<file path="config.mk">
export PLATFORM = sky130hd
export DESIGN_NAME = mdw_top
export DESIGN_NICKNAME = d
export VERILOG_FILES = /design/src/rtl/mdw_pkg.sv /design/src/rtl/mdw_decode.sv /design/src/rtl/mdw_acc_bank.sv /design/src/rtl/mdw_memreq.sv /design/src/rtl/mdw_top.sv
export SDC_FILE = /design/constraint.sdc
export NUM_CORES = 1
export LEC_CHECK = 0
export BUFFER_PORTS_ARGS = -buffer_cell sky130_fd_sc_hd__buf_2
export CAP_MARGIN = 20
export CELL_PAD_IN_SITES_DETAIL_PLACEMENT = 1
export CELL_PAD_IN_SITES_GLOBAL_PLACEMENT = 1
export CORE_UTILIZATION = 50
export CTS_CLUSTER_SIZE = 40
export DETAILED_ROUTE_END_ITERATION = 8
export GPL_TIMING_DRIVEN = 0
export HOLD_SLACK_MARGIN = 0.12
export PLACE_DENSITY = 0.95
export SLEW_MARGIN = 25
export SYNTH_ARGS = -nofsm -noshare
export SYNTH_HDL_FRONTEND = slang
export SYNTH_SLANG_ARGS = --single-unit
export TNS_END_PERCENT = 100
</file>
<file path="constraint.sdc">
create_clock -name clk -period 15.3 [get_ports clk]
set_input_delay 1.53 -clock clk [delete_from_list [all_inputs] [get_ports clk]]
set_output_delay 1.53 -clock clk [all_outputs]
set_load 0.1 [all_outputs]
</file>
<file path="src/rtl/mdw_pkg.sv">
package mdw_pkg;
  localparam int DATA_W   = 16;
  localparam int BYTE_W   = 8;
  localparam int OFFS_W   = 8;
  localparam int ACC_BANK = 8;
  localparam int ACC_N    = 2 * ACC_BANK;
  localparam int ACC_IW   = $clog2(ACC_N);
  localparam int CODE_W   = 7;
  localparam int PTR_N    = 2;

  typedef enum logic [3:0] {
    OP_ERR, OP_NUL, OP_ACC, OP_AP, OP_PFX, OP_SP, OP_PUSH, OP_LC,
    OP_FRM, OP_OFFS, OP_GR, OP_GRL, OP_GRH, OP_BP, OP_DPM, OP_DP
  } mdw_op_e;

  typedef enum logic [1:0] {ADJ_NONE, ADJ_INC, ADJ_DEC} mdw_adj_e;

  typedef struct packed {
    mdw_op_e             op;
    logic [ACC_IW-1:0]   acc_idx;
    logic                use_ap;
    logic                sel;
    mdw_adj_e            adj;
  } mdw_dec_t;
endpackage

</file>
<file path="src/rtl/mdw_decode.sv">
module mdw_decode
  import mdw_pkg::*;
(
  input  logic [CODE_W-1:0] code,
  input  logic              pfx,
  output mdw_dec_t          dec
);
  logic [3:0] grp;
  logic [2:0] idx;

  assign grp = code[3:0];
  assign idx = code[6:4];

  always_comb begin
    dec         = '0;
    dec.op      = OP_ERR;
    dec.adj     = ADJ_NONE;
    dec.acc_idx = {pfx, idx};
    case (grp)
      4'b0110: if (idx == 3'b111) dec.op = OP_NUL;
      4'b1000: if (idx == 3'b000 && !pfx) dec.op = OP_AP;
      4'b1001: dec.op = OP_ACC;
      4'b1010: if (idx == 3'b000) begin
        dec.op     = OP_ACC;
        dec.use_ap = 1'b1;
      end
      4'b1011: if (idx == 3'b000) dec.op = OP_PFX;
      4'b1101: begin
        dec.sel = idx[0];
        case (idx)
          3'b000: begin dec.op = OP_PUSH; dec.adj = ADJ_INC; end
          3'b001: dec.op = OP_SP;
          3'b110, 3'b111: dec.op = OP_LC;
          default: dec.op = OP_ERR;
        endcase
      end
      4'b1110: begin
        case (idx)
          3'b000: dec.op = OP_FRM;
          3'b001: begin
            if (pfx) dec.op = OP_GRH;
            else begin dec.op = OP_FRM; dec.adj = ADJ_INC; end
          end
          3'b010: begin dec.op = OP_FRM; dec.adj = ADJ_DEC; end
          3'b011: dec.op = OP_OFFS;
          3'b101: dec.op = OP_GR;
          3'b110: dec.op = OP_GRL;
          3'b111: dec.op = OP_BP;
          default: dec.op = OP_ERR;
        endcase
      end
      4'b1111: begin
        dec.sel = idx[2];
        case (idx[1:0])
          2'b00: dec.op = OP_DPM;
          2'b01: begin dec.op = OP_DPM; dec.adj = ADJ_INC; end
          2'b10: begin dec.op = OP_DPM; dec.adj = ADJ_DEC; end
          default: dec.op = OP_DP;
        endcase
      end
      default: dec.op = OP_ERR;
    endcase
  end
endmodule

</file>
<file path="src/rtl/mdw_acc_bank.sv">
module mdw_acc_bank #(
  parameter int N  = mdw_pkg::ACC_N,
  parameter int W  = mdw_pkg::DATA_W,
  localparam int IW = $clog2(N)
) (
  input  logic          clk,
  input  logic          rst_n,
  input  logic          we,
  input  logic [IW-1:0] widx,
  input  logic [W-1:0]  wdata,
  input  logic [IW-1:0] ridx,
  output logic [W-1:0]  rdata
);
  logic [N-1:0][W-1:0] flat;

  for (genvar g = 0; g < N; g++) begin : g_acc
    logic [W-1:0] r;
    always_ff @(posedge clk) begin
      if (!rst_n) r <= '0;
      else if (we && widx == IW'(g)) r <= wdata;
    end
    assign flat[g] = r;
  end

  assign rdata = flat[ridx];
endmodule

</file>
<file path="src/rtl/mdw_memreq.sv">
module mdw_memreq #(
  parameter int AW = mdw_pkg::DATA_W,
  parameter int DW = mdw_pkg::DATA_W
) (
  input  logic          clk,
  input  logic          rst_n,
  input  logic          load,
  input  logic [AW-1:0] addr,
  input  logic [DW-1:0] data,
  input  logic          mem_ready,
  output logic          mem_valid,
  output logic [AW-1:0] mem_addr,
  output logic [DW-1:0] mem_wdata
);
  always_ff @(posedge clk) begin
    if (!rst_n) begin
      mem_valid <= 1'b0;
      mem_addr  <= '0;
      mem_wdata <= '0;
    end else if (load) begin
      mem_valid <= 1'b1;
      mem_addr  <= addr;
      mem_wdata <= data;
    end else if (mem_ready) begin
      mem_valid <= 1'b0;
    end
  end


  hold_req_chk: assert property (@(posedge clk) disable iff (!rst_n)
    mem_valid && !mem_ready |=> mem_valid && $stable(mem_addr) && $stable(mem_wdata));
endmodule

</file>
<file path="src/rtl/mdw_top.sv">
module mdw_top
  import mdw_pkg::*;
(
  input  logic              clk,
  input  logic              rst_n,
  input  logic              in_valid,
  output logic              in_ready,
  input  logic [CODE_W-1:0] in_dst,
  input  logic [DATA_W-1:0] in_src,
  input  logic              in_src_byte,
  output logic              mem_valid,
  input  logic              mem_ready,
  output logic [DATA_W-1:0] mem_addr,
  output logic [DATA_W-1:0] mem_wdata,
  output logic              err,
  output logic              pfx_armed,
  output logic [ACC_IW-1:0] ap_q,
  output logic [DATA_W-1:0] sp_q,
  output logic [DATA_W-1:0] bp_q,
  output logic [OFFS_W-1:0] offs_q,
  output logic [DATA_W-1:0] gr_q,
  output logic [DATA_W-1:0] dp0_q,
  output logic [DATA_W-1:0] dp1_q,
  output logic [DATA_W-1:0] lc0_q,
  output logic [DATA_W-1:0] lc1_q,
  input  logic [ACC_IW-1:0] acc_sel,
  output logic [DATA_W-1:0] acc_rdata
);
  localparam int HI_W = DATA_W - BYTE_W;

  mdw_dec_t                     dec;
  logic                         take;
  logic                         pfx_act;
  logic [BYTE_W-1:0]            pfx_hi;
  logic [ACC_IW-1:0]            ap;
  logic [DATA_W-1:0]            sp, bp, gr;
  logic [OFFS_W-1:0]            offs, offs_nx;
  logic [PTR_N-1:0][DATA_W-1:0] dp, lc;
  logic [DATA_W-1:0]            dp_nx, word, maddr;
  logic [BYTE_W-1:0]            byte_v;
  logic                         err_q, mload;

  mdw_decode u_dec (.code(in_dst), .pfx(pfx_act), .dec(dec));

  assign take   = in_valid && in_ready;
  assign in_ready = !mem_valid;
  assign byte_v = in_src[BYTE_W-1:0];
  assign word   = in_src_byte ? {(pfx_act ? pfx_hi : {HI_W{1'b0}}), byte_v} : in_src;

  always_comb begin
    case (dec.adj)
      ADJ_INC: begin offs_nx = offs + 1'b1; dp_nx = dp[dec.sel] + 1'b1; end
      ADJ_DEC: begin offs_nx = offs - 1'b1; dp_nx = dp[dec.sel] - 1'b1; end
      default: begin offs_nx = offs;        dp_nx = dp[dec.sel];        end
    endcase
  end

  always_comb begin
    mload = 1'b0;
    maddr = '0;
    if (take) begin
      case (dec.op)
        OP_PUSH: begin mload = 1'b1; maddr = sp + 1'b1; end
        OP_FRM:  begin mload = 1'b1; maddr = bp + {{(DATA_W-OFFS_W){1'b0}}, offs_nx}; end
        OP_DPM:  begin mload = 1'b1; maddr = dp_nx; end
        default: begin mload = 1'b0; maddr = '0; end
      endcase
    end
  end

  mdw_memreq u_mem (
    .clk(clk), .rst_n(rst_n), .load(mload), .addr(maddr), .data(word),
    .mem_ready(mem_ready), .mem_valid(mem_valid), .mem_addr(mem_addr),
    .mem_wdata(mem_wdata)
  );

  mdw_acc_bank u_acc (
    .clk(clk), .rst_n(rst_n), .we(take && dec.op == OP_ACC),
    .widx(dec.use_ap ? ap : dec.acc_idx), .wdata(word),
    .ridx(acc_sel), .rdata(acc_rdata)
  );

  always_ff @(posedge clk) begin
    if (!rst_n) begin
      pfx_act <= 1'b0;
      pfx_hi  <= '0;
      ap      <= '0;
      sp      <= '0;
      bp      <= '0;
      gr      <= '0;
      offs    <= '0;
      dp      <= '0;
      lc      <= '0;
      err_q   <= 1'b0;
    end else begin
      err_q <= take && dec.op == OP_ERR;
      if (take && dec.op == OP_PFX) begin
        pfx_hi  <= byte_v;
        pfx_act <= 1'b1;
      end else if (take && dec.op != OP_ERR) begin
        pfx_act <= 1'b0;
        case (dec.op)
          OP_AP:   ap <= in_src[ACC_IW-1:0];
          OP_SP:   sp <= word;
          OP_PUSH: sp <= sp + 1'b1;
          OP_LC:   lc[dec.sel] <= word;
          OP_BP:   bp <= word;
          OP_OFFS: offs <= byte_v;
          OP_FRM:  offs <= offs_nx;
          OP_GR:   gr <= word;
          OP_GRL:  gr[BYTE_W-1:0] <= byte_v;
          OP_GRH:  gr[DATA_W-1:BYTE_W] <= byte_v;
          OP_DP:   dp[dec.sel] <= word;
          OP_DPM:  dp[dec.sel] <= dp_nx;
          default: ;
        endcase
      end
    end
  end

  assign err       = err_q;
  assign pfx_armed = pfx_act;
  assign ap_q      = ap;
  assign sp_q      = sp;
  assign bp_q      = bp;
  assign offs_q    = offs;
  assign gr_q      = gr;
  assign dp0_q     = dp[0];
  assign dp1_q     = dp[1];
  assign lc0_q     = lc[0];
  assign lc1_q     = lc[1];


  bad_code_quiet_chk: assert property (@(posedge clk) disable iff (!rst_n)
    take && dec.op == OP_ERR |=> err && !mem_valid && $stable(sp) && $stable(bp) &&
      $stable(offs) && $stable(gr) && $stable(ap) && $stable(pfx_act));

  push_order_chk: assert property (@(posedge clk) disable iff (!rst_n)
    take && dec.op == OP_PUSH |=> sp == $past(sp) + 1'b1 && mem_valid && mem_addr == sp);

  pfx_consume_chk: assert property (@(posedge clk) disable iff (!rst_n)
    take && dec.op != OP_PFX && dec.op != OP_ERR |=> !pfx_armed);

  null_quiet_chk: assert property (@(posedge clk) disable iff (!rst_n)
    take && dec.op == OP_NUL |=> !mem_valid && $stable(sp) && $stable(gr) && $stable(ap));

  frame_step_chk: assert property (@(posedge clk) disable iff (!rst_n)
    take && dec.op == OP_FRM && dec.adj == ADJ_INC |=> offs == $past(offs) + 1'b1);
endmodule

</file>
# Word-level counts from Yosys, hierarchy flattened
# Cells that the tools add are included.
# totals
reg_bits,423
inputBits,32
out_inout_bits,176
wordCells,182
# classes
n_addsub,6
n_lt_le_gt_ge,3
n_eq_ne,47
mux,44
n_bitwise,1
n_reduce_logical,49
# ops
op,count
bitwise mux 32 bit,3
2-to-1 mux 16 bit,6
"== test 4 bit, second input constant",23
binary-select mux 16 bit (select 4 bit),1
one-hot mux 16 bit (2 select lines),2
one-hot mux 32 bit (2 select lines),1
one-hot mux 8 bit (2 select lines),4
one-hot mux 16 bit (3 select lines),1
"== test 4 x 3 -> 1 bit, second input constant",9
"adder 16 x 1 -> 16 bit, second input constant",2
one-hot mux 4 bit (8 select lines),1
one-hot mux 4 bit (6 select lines),1
AND reduction 3 bit,8
logical AND 1 bit,23
adder 16 x 8 -> 16 bit,1
demux 16 bit (select 1 bit),1
"== test 4 x 2 -> 1 bit, second input constant",4
"subtractor 16 x 1 -> 16 bit, second input constant",1
nonzero test 2 bit,7
2-to-1 mux 1 bit,12
"== test 3 bit, second input constant",3
one-hot mux 3 bit (3 select lines),1
"adder 8 x 1 -> 8 bit, second input constant",1
zero test 4 bit,2
other kinds (23),32

# Longest topological paths before layout
# depth
depth_word,9
depth_mapped,23
depth_no_buf,21

# By module
# Synthesis repeated with hierarchy kept, for this count alone.
# hier_totals
cells_unflattened,2689
hier_area_um2,23068.4
# by_module_without_submodules
mod,instances,cells_each,area_per_inst_um2,seq_area_each_um2
mdw_acc_bank,1,1347,12421.9,5124.9
mdw_top,1,1185,9029.9,2682.6
mdw_memreq,1,106,1277.5,660.6
mdw_decode,1,51,339.1,0.0

# Least setup slack after synthesis
# Ideal clock, no wire load.
# synth_timing
path_type,input port to flip-flop
start,in in_dst[4]
end,reg u_mem.mem_addr[12]
setup_ns,0.119
arrival_ns,6.061
required_time_ns,15.181
slack_ns,9.119
stages,21
n_path_buf,3
path_cell_list,buf_4 -> buf_2 -> nor3_1 -> and2_0 -> clkbuf_1 -> a31oi_1 -> ha_1 -> ha_1 -> a21oi_1 -> a21boi_0 -> o21a_1 -> o41ai_1 -> mux2i_1 -> xnor2_1 -> ha_1 -> nor3_1 -> a21oi_1 -> and3_1 -> xnor2_1 -> o221ai_1 -> o221a_2
# synth_between
elab_chain_len,8
elab_cells_between_ends,44
cone_classes,add/sub: 3; eq/ne: 13; mux: 21; reduce/logical: 7
# synth_lines
item,line_no,rtl
from (decl),mdw_top.sv:8,"input logic [CODE_W-1:0] in_dst,"
== test 3 x 2 -> 1 bit (tied with other cells),mdw_decode.sv:38,case (idx)
one-hot mux 2 bit (2 select lines) (tied with other cells),mdw_decode.sv:38,
one-hot mux 2 bit (3 select lines) (tied with other cells),mdw_decode.sv:19,case (grp)
== test 2 bit (tied with other cells),mdw_top.sv:51,case (dec.adj)
one-hot mux 8 bit (2 select lines) (tied with other cells),mdw_top.sv:51,
adder 16 x 8 -> 16 bit / OR reduction 3 bit (equally long branches),-,
one-hot mux 16 bit (3 select lines) / 2-to-1 mux 1 bit (equally long branches),mdw_top.sv:62,case (dec.op)
2-to-1 mux 16 bit / 2-to-1 mux 1 bit (equally long branches),mdw_top.sv:61,if (take) begin
to (signal assigned),mdw_memreq.sv:22,mem_addr <= addr;
to (decl),mdw_memreq.sv:12,"output logic [AW-1:0] mem_addr,"
# Parallel ways exist; a longest one is shown, timed or not. The select of a mux whose other input is x is not followed.
# A chain may end at the register's enable or synchronous reset.

# Worst setup path in the final report
# Same ends and word-level chain as after synthesis.

==> qor.csv <==
stage;metric;value;unit
outcome;status;finished clean;
critical_path;Cell Chain, Critical Path;buf_4 -> buf_2 -> nor3_1 -> and2_0 -> clkbuf_1 -> a31oi_1 -> ha_2 -> clkbuf_1 -> clkbuf_1 -> buf_1 -> xnor2_1 -> ha_1 -> inv_1 -> fa_1 -> nor2b_1 -> o21ai_0 -> a21bo_2 -> a21oi_1 -> and3_1 -> xnor2_1 -> o221ai_1 -> o221a_2;
sta;Worst-Margin Slew;1.187;ns
sta;final critical-path required period;7.799;ns
grt;largest net degree at the start of global routing;27;
placed_design;Port Buffers;196;
logic_synthesis;syn nets;2245;
power_and_ir_drop;pwr/cell area;101.9;nW/um2
power_and_ir_drop;Tot Pwr;2421;uW
critical_path;WS Path Type;in2reg;
grt;global-route wire length before repair;130.5;mm
clocking;number of hold buffers added after CTS;0;
power_and_ir_drop;Worst IR Drop VDD;0.1440;mV
logic_synthesis;Area contributors post-synth;dfxtp_1 41%, mux2i_1 14%, mux4_2 8.7%;
drt;WL/cell;29.87;um
placed_design;DP Wirelength;62.80;mm
clocking;Root Driver;clkbuf_16;
critical_path;startpoint type of the worst setup path;input port;
clocking;TritonCTS buffer count;45;
grt;initial antenna violation count;4;
drt;DR DRC count;0;
logic_synthesis;Synth Cell Area;20640;um2
floorplanning;Core Rows;74;
critical_path;worst-path fanout max;10;
grt;GRT Resource Usage Total;41.79;%
drt;via count;19840;
logic_synthesis;Mean Syn Cell Area;9.481;um2
logic_synthesis;Yosys top cell by area;dfxtp_1;
clocking;post-CTS resize count;0;
logic_synthesis;Yosys cell types;80;
grt;vias in the first global route;21170;
sta;Clock Skews;0.02816;ns
sta;Hold Violations, Final;0;
logic_synthesis;synthesized flop and latch total;423;
placed_design;Routability Congestion;0.9659;
min_path;hold_sp;u_acc.g_acc[6].r[8];
power_and_ir_drop;Pleak;0.01030;uW
logic_synthesis;asr flop ratio synth;0;%
clocking;# H-tree levels;2;
final_layout;fin nets;2491;
floorplanning;Starting Density;50.66;%
clocking;clock tree sinks;423;
logic_synthesis;top_reg_cell synth;dfxtp_1;
sta;fin. max-slew vios;0;
drt;Total Wirelength;89.14;mm
floorplanning;core area;40740;um2
critical_path;crit end category;flop;
min_path;HP Class;reg2reg;
final_layout;P&R area growth vs syn;15.14;%
floorplanning;DIE HEIGHT;205.2;um
clocking;Longest Clk Path Bufs;3;
final_layout;post-layout util;58.34;%
floorplanning;die width;205.2;um
logic_synthesis;EDFF count, synth;0;
critical_path;most frequent CP cell;clkbuf_1;
clocking;Worst-Skew Late Latency;0.61;ns
run;maxcap violations;0;
sta;Tcrit/Tclk final;50.98;%
grt;grt total ovfl;0;
critical_path;FF-to-FF Start;pfx_armed;
clocking;CTS tree;done;
drt;Routed Antenna Nets;0;
sta;RSZ-0062 raised after global routing;no;
logic_synthesis;cells after synthesis;2177;
sta;top achievable clock speed;0.1282;GHz
logic_synthesis;register area share after synthesis;41.03;%
clocking;Post-CTS Repair Setup Buffers;0;
final_layout;share of cells above drive strength 1;18.28;%
drt;1st-pass router iterations;6;
critical_path;Worst Setup SP;in_dst[4];
logic_synthesis;Ys Warns;0;
sta;Final Setup Violations;0;
floorplanning;Die Area;42100;um2
critical_path;CP max stage cell;nor3_1;
critical_path;WP data arrival;8.29;ns
sta;Sum Neg Setup Slack;0;ns
drt;1st-iter DRT viols;2016;
clocking;clk slew on worst S/H paths;0.06;ns
logic_synthesis;post-synth top area share;41.03;%
critical_path;slowest stage delay, CP;0.86;ns
floorplanning;# IOs;208;
critical_path;Critical Path RT;15.80;ns
sta;Slew headroom;20.34;%
drt;vias per cell;6.649;
-- logic make-up after synthesis --
kind of cell	count (synthesis)	synth area share (%)
AO/OA/AOI/OAI	373	11.88
XOR/XNOR	40	1.697
adder cells (fa/ha/maj)	36	2.291
buffers and inverters	203	4.165
flip-flops	423	41.03
multiplexers	382	23.50
AND/OR/NAND/NOR	720	15.44
-- cells in the final DEF (no fill, tap or decap), drive strengths merged, types with 14 or more instances in the layout --
master / count
inv: 31
mux4: 80
ha: 33
and3: 16
dfxtp: 423
o21a: 21
nor2: 306
buf: 261
nor3: 23
a21oi: 95
mux2: 20
nand2: 255
nand3: 41
xnor2: 27
o21ai: 71
a211oi: 85
clkbuf: 174
nand2b: 14
mux2i: 282
-- Yosys cell counts (6+ instances only) --
| cell type | n |
|---|---|
| nor3_1 | 20 |
| nand2b_1 | 14 |
| a211oi_1 | 84 |
| buf_4 | 6 |
| a21oi_1 | 94 |
| nor2b_1 | 11 |
| nor2_1 | 302 |
| nand3_1 | 41 |
| dfxtp_1 | 423 |
| buf_1 | 21 |
| mux2_2 | 20 |
| mux2i_1 | 282 |
| ha_1 | 33 |
| nand4_1 | 6 |
| nand2_2 | 8 |
| o21ai_0 | 70 |
| buf_2 | 30 |
| xnor2_1 | 27 |
| a21boi_0 | 13 |
| o211ai_1 | 13 |
| a31oi_1 | 10 |
| xor2_1 | 13 |
| a21o_1 | 11 |
| clkbuf_1 | 110 |
| and2_1 | 10 |
| nor3b_1 | 8 |
| o21a_1 | 21 |
| nand2_1 | 247 |
| and3_1 | 16 |
| inv_1 | 30 |
| or2_2 | 7 |
| mux4_2 | 80 |
-- worst paths after layout --
| check | slack, ns | cells after the start | end |
|---|---|---|---|
| hold / removal | 0.46 | 2 | u_acc.g_acc[6].r[8] |
| setup / recovery | 7.50 | 22 | u_mem.mem_addr[12] |
| hold reg to reg | 0.46 | 2 | u_acc.g_acc[6].r[8] |
| setup reg to reg | 8.60 | 20 | u_mem.mem_addr[12] |
-- power breakdown --
part / switching, uW / total, uW / internal (uW)
Clock: 489 / 1130 / 639
Sequential: 4.05 / 1110 / 1110
Combinational: 143 / 183 / 40.3
Total: 636 / 2420 / 1780
-- layout make-up --
class | count | area [um2]
Antenna cell | 1 | 2.502
Fill cell | 4644 | 16970
Inverter | 31 | 116.4
Sequential cell | 423 | 8468
Multi-Input combinational cell | 1551 | 11320
Tap cell | 532 | 665.6
Clock buffer | 64 | 1299
Buffer | 172 | 744.5
Timing Repair Buffer | 199 | 1003
Clock inverter | 11 | 148.9
-- state kept, by name, indices dropped and copies added (netlist names) --
name             flops
err                  1
bp_q                16
lc1_q               16
sp_q                16
pfx_hi               8
dp1_q               16
dp0_q               16
ap_q                 4
u_mem.mem_valid      1
u_mem.mem_addr      16
gr_q                16
u_acc.g_acc.r      256
offs_q               8
lc0_q               16
pfx_armed            1
u_mem.mem_wdata     16
-- routing by layer --
metal	track usage [%]	wire length, um
met1	45.01	31270
met4	34.81	7692
met2	68.36	41640
met5	0	44
met3	11.59	8491
-- critical path, delay by kind of cell --
kind            cells  cell delay (ns)
xor+xnor            2             0.32
buf+inv             7             2.39
fa+ha+maj           3             1.08
simple gates        4             1.62
compound gates      6             1.32
-- metrics by stage --
stage / cells / setup slack, ns / area [um2] / hold WS, ns
after floorplan: 2177 / 9.119 / 20640 / 0.4353
after global placement: 2905 / 7.059 / 22290 / 0.4415
after detailed placement: 2908 / 6.943 / 22310 / 0.4537
after CTS: 2983 / 7.532 / 23760 / 0.4682
after global routing: 2984 / 7.425 / 23770 / 0.4811
final: 2984 / 7.501 / 23770 / 0.4646
(Power assumes the default switching activity.)
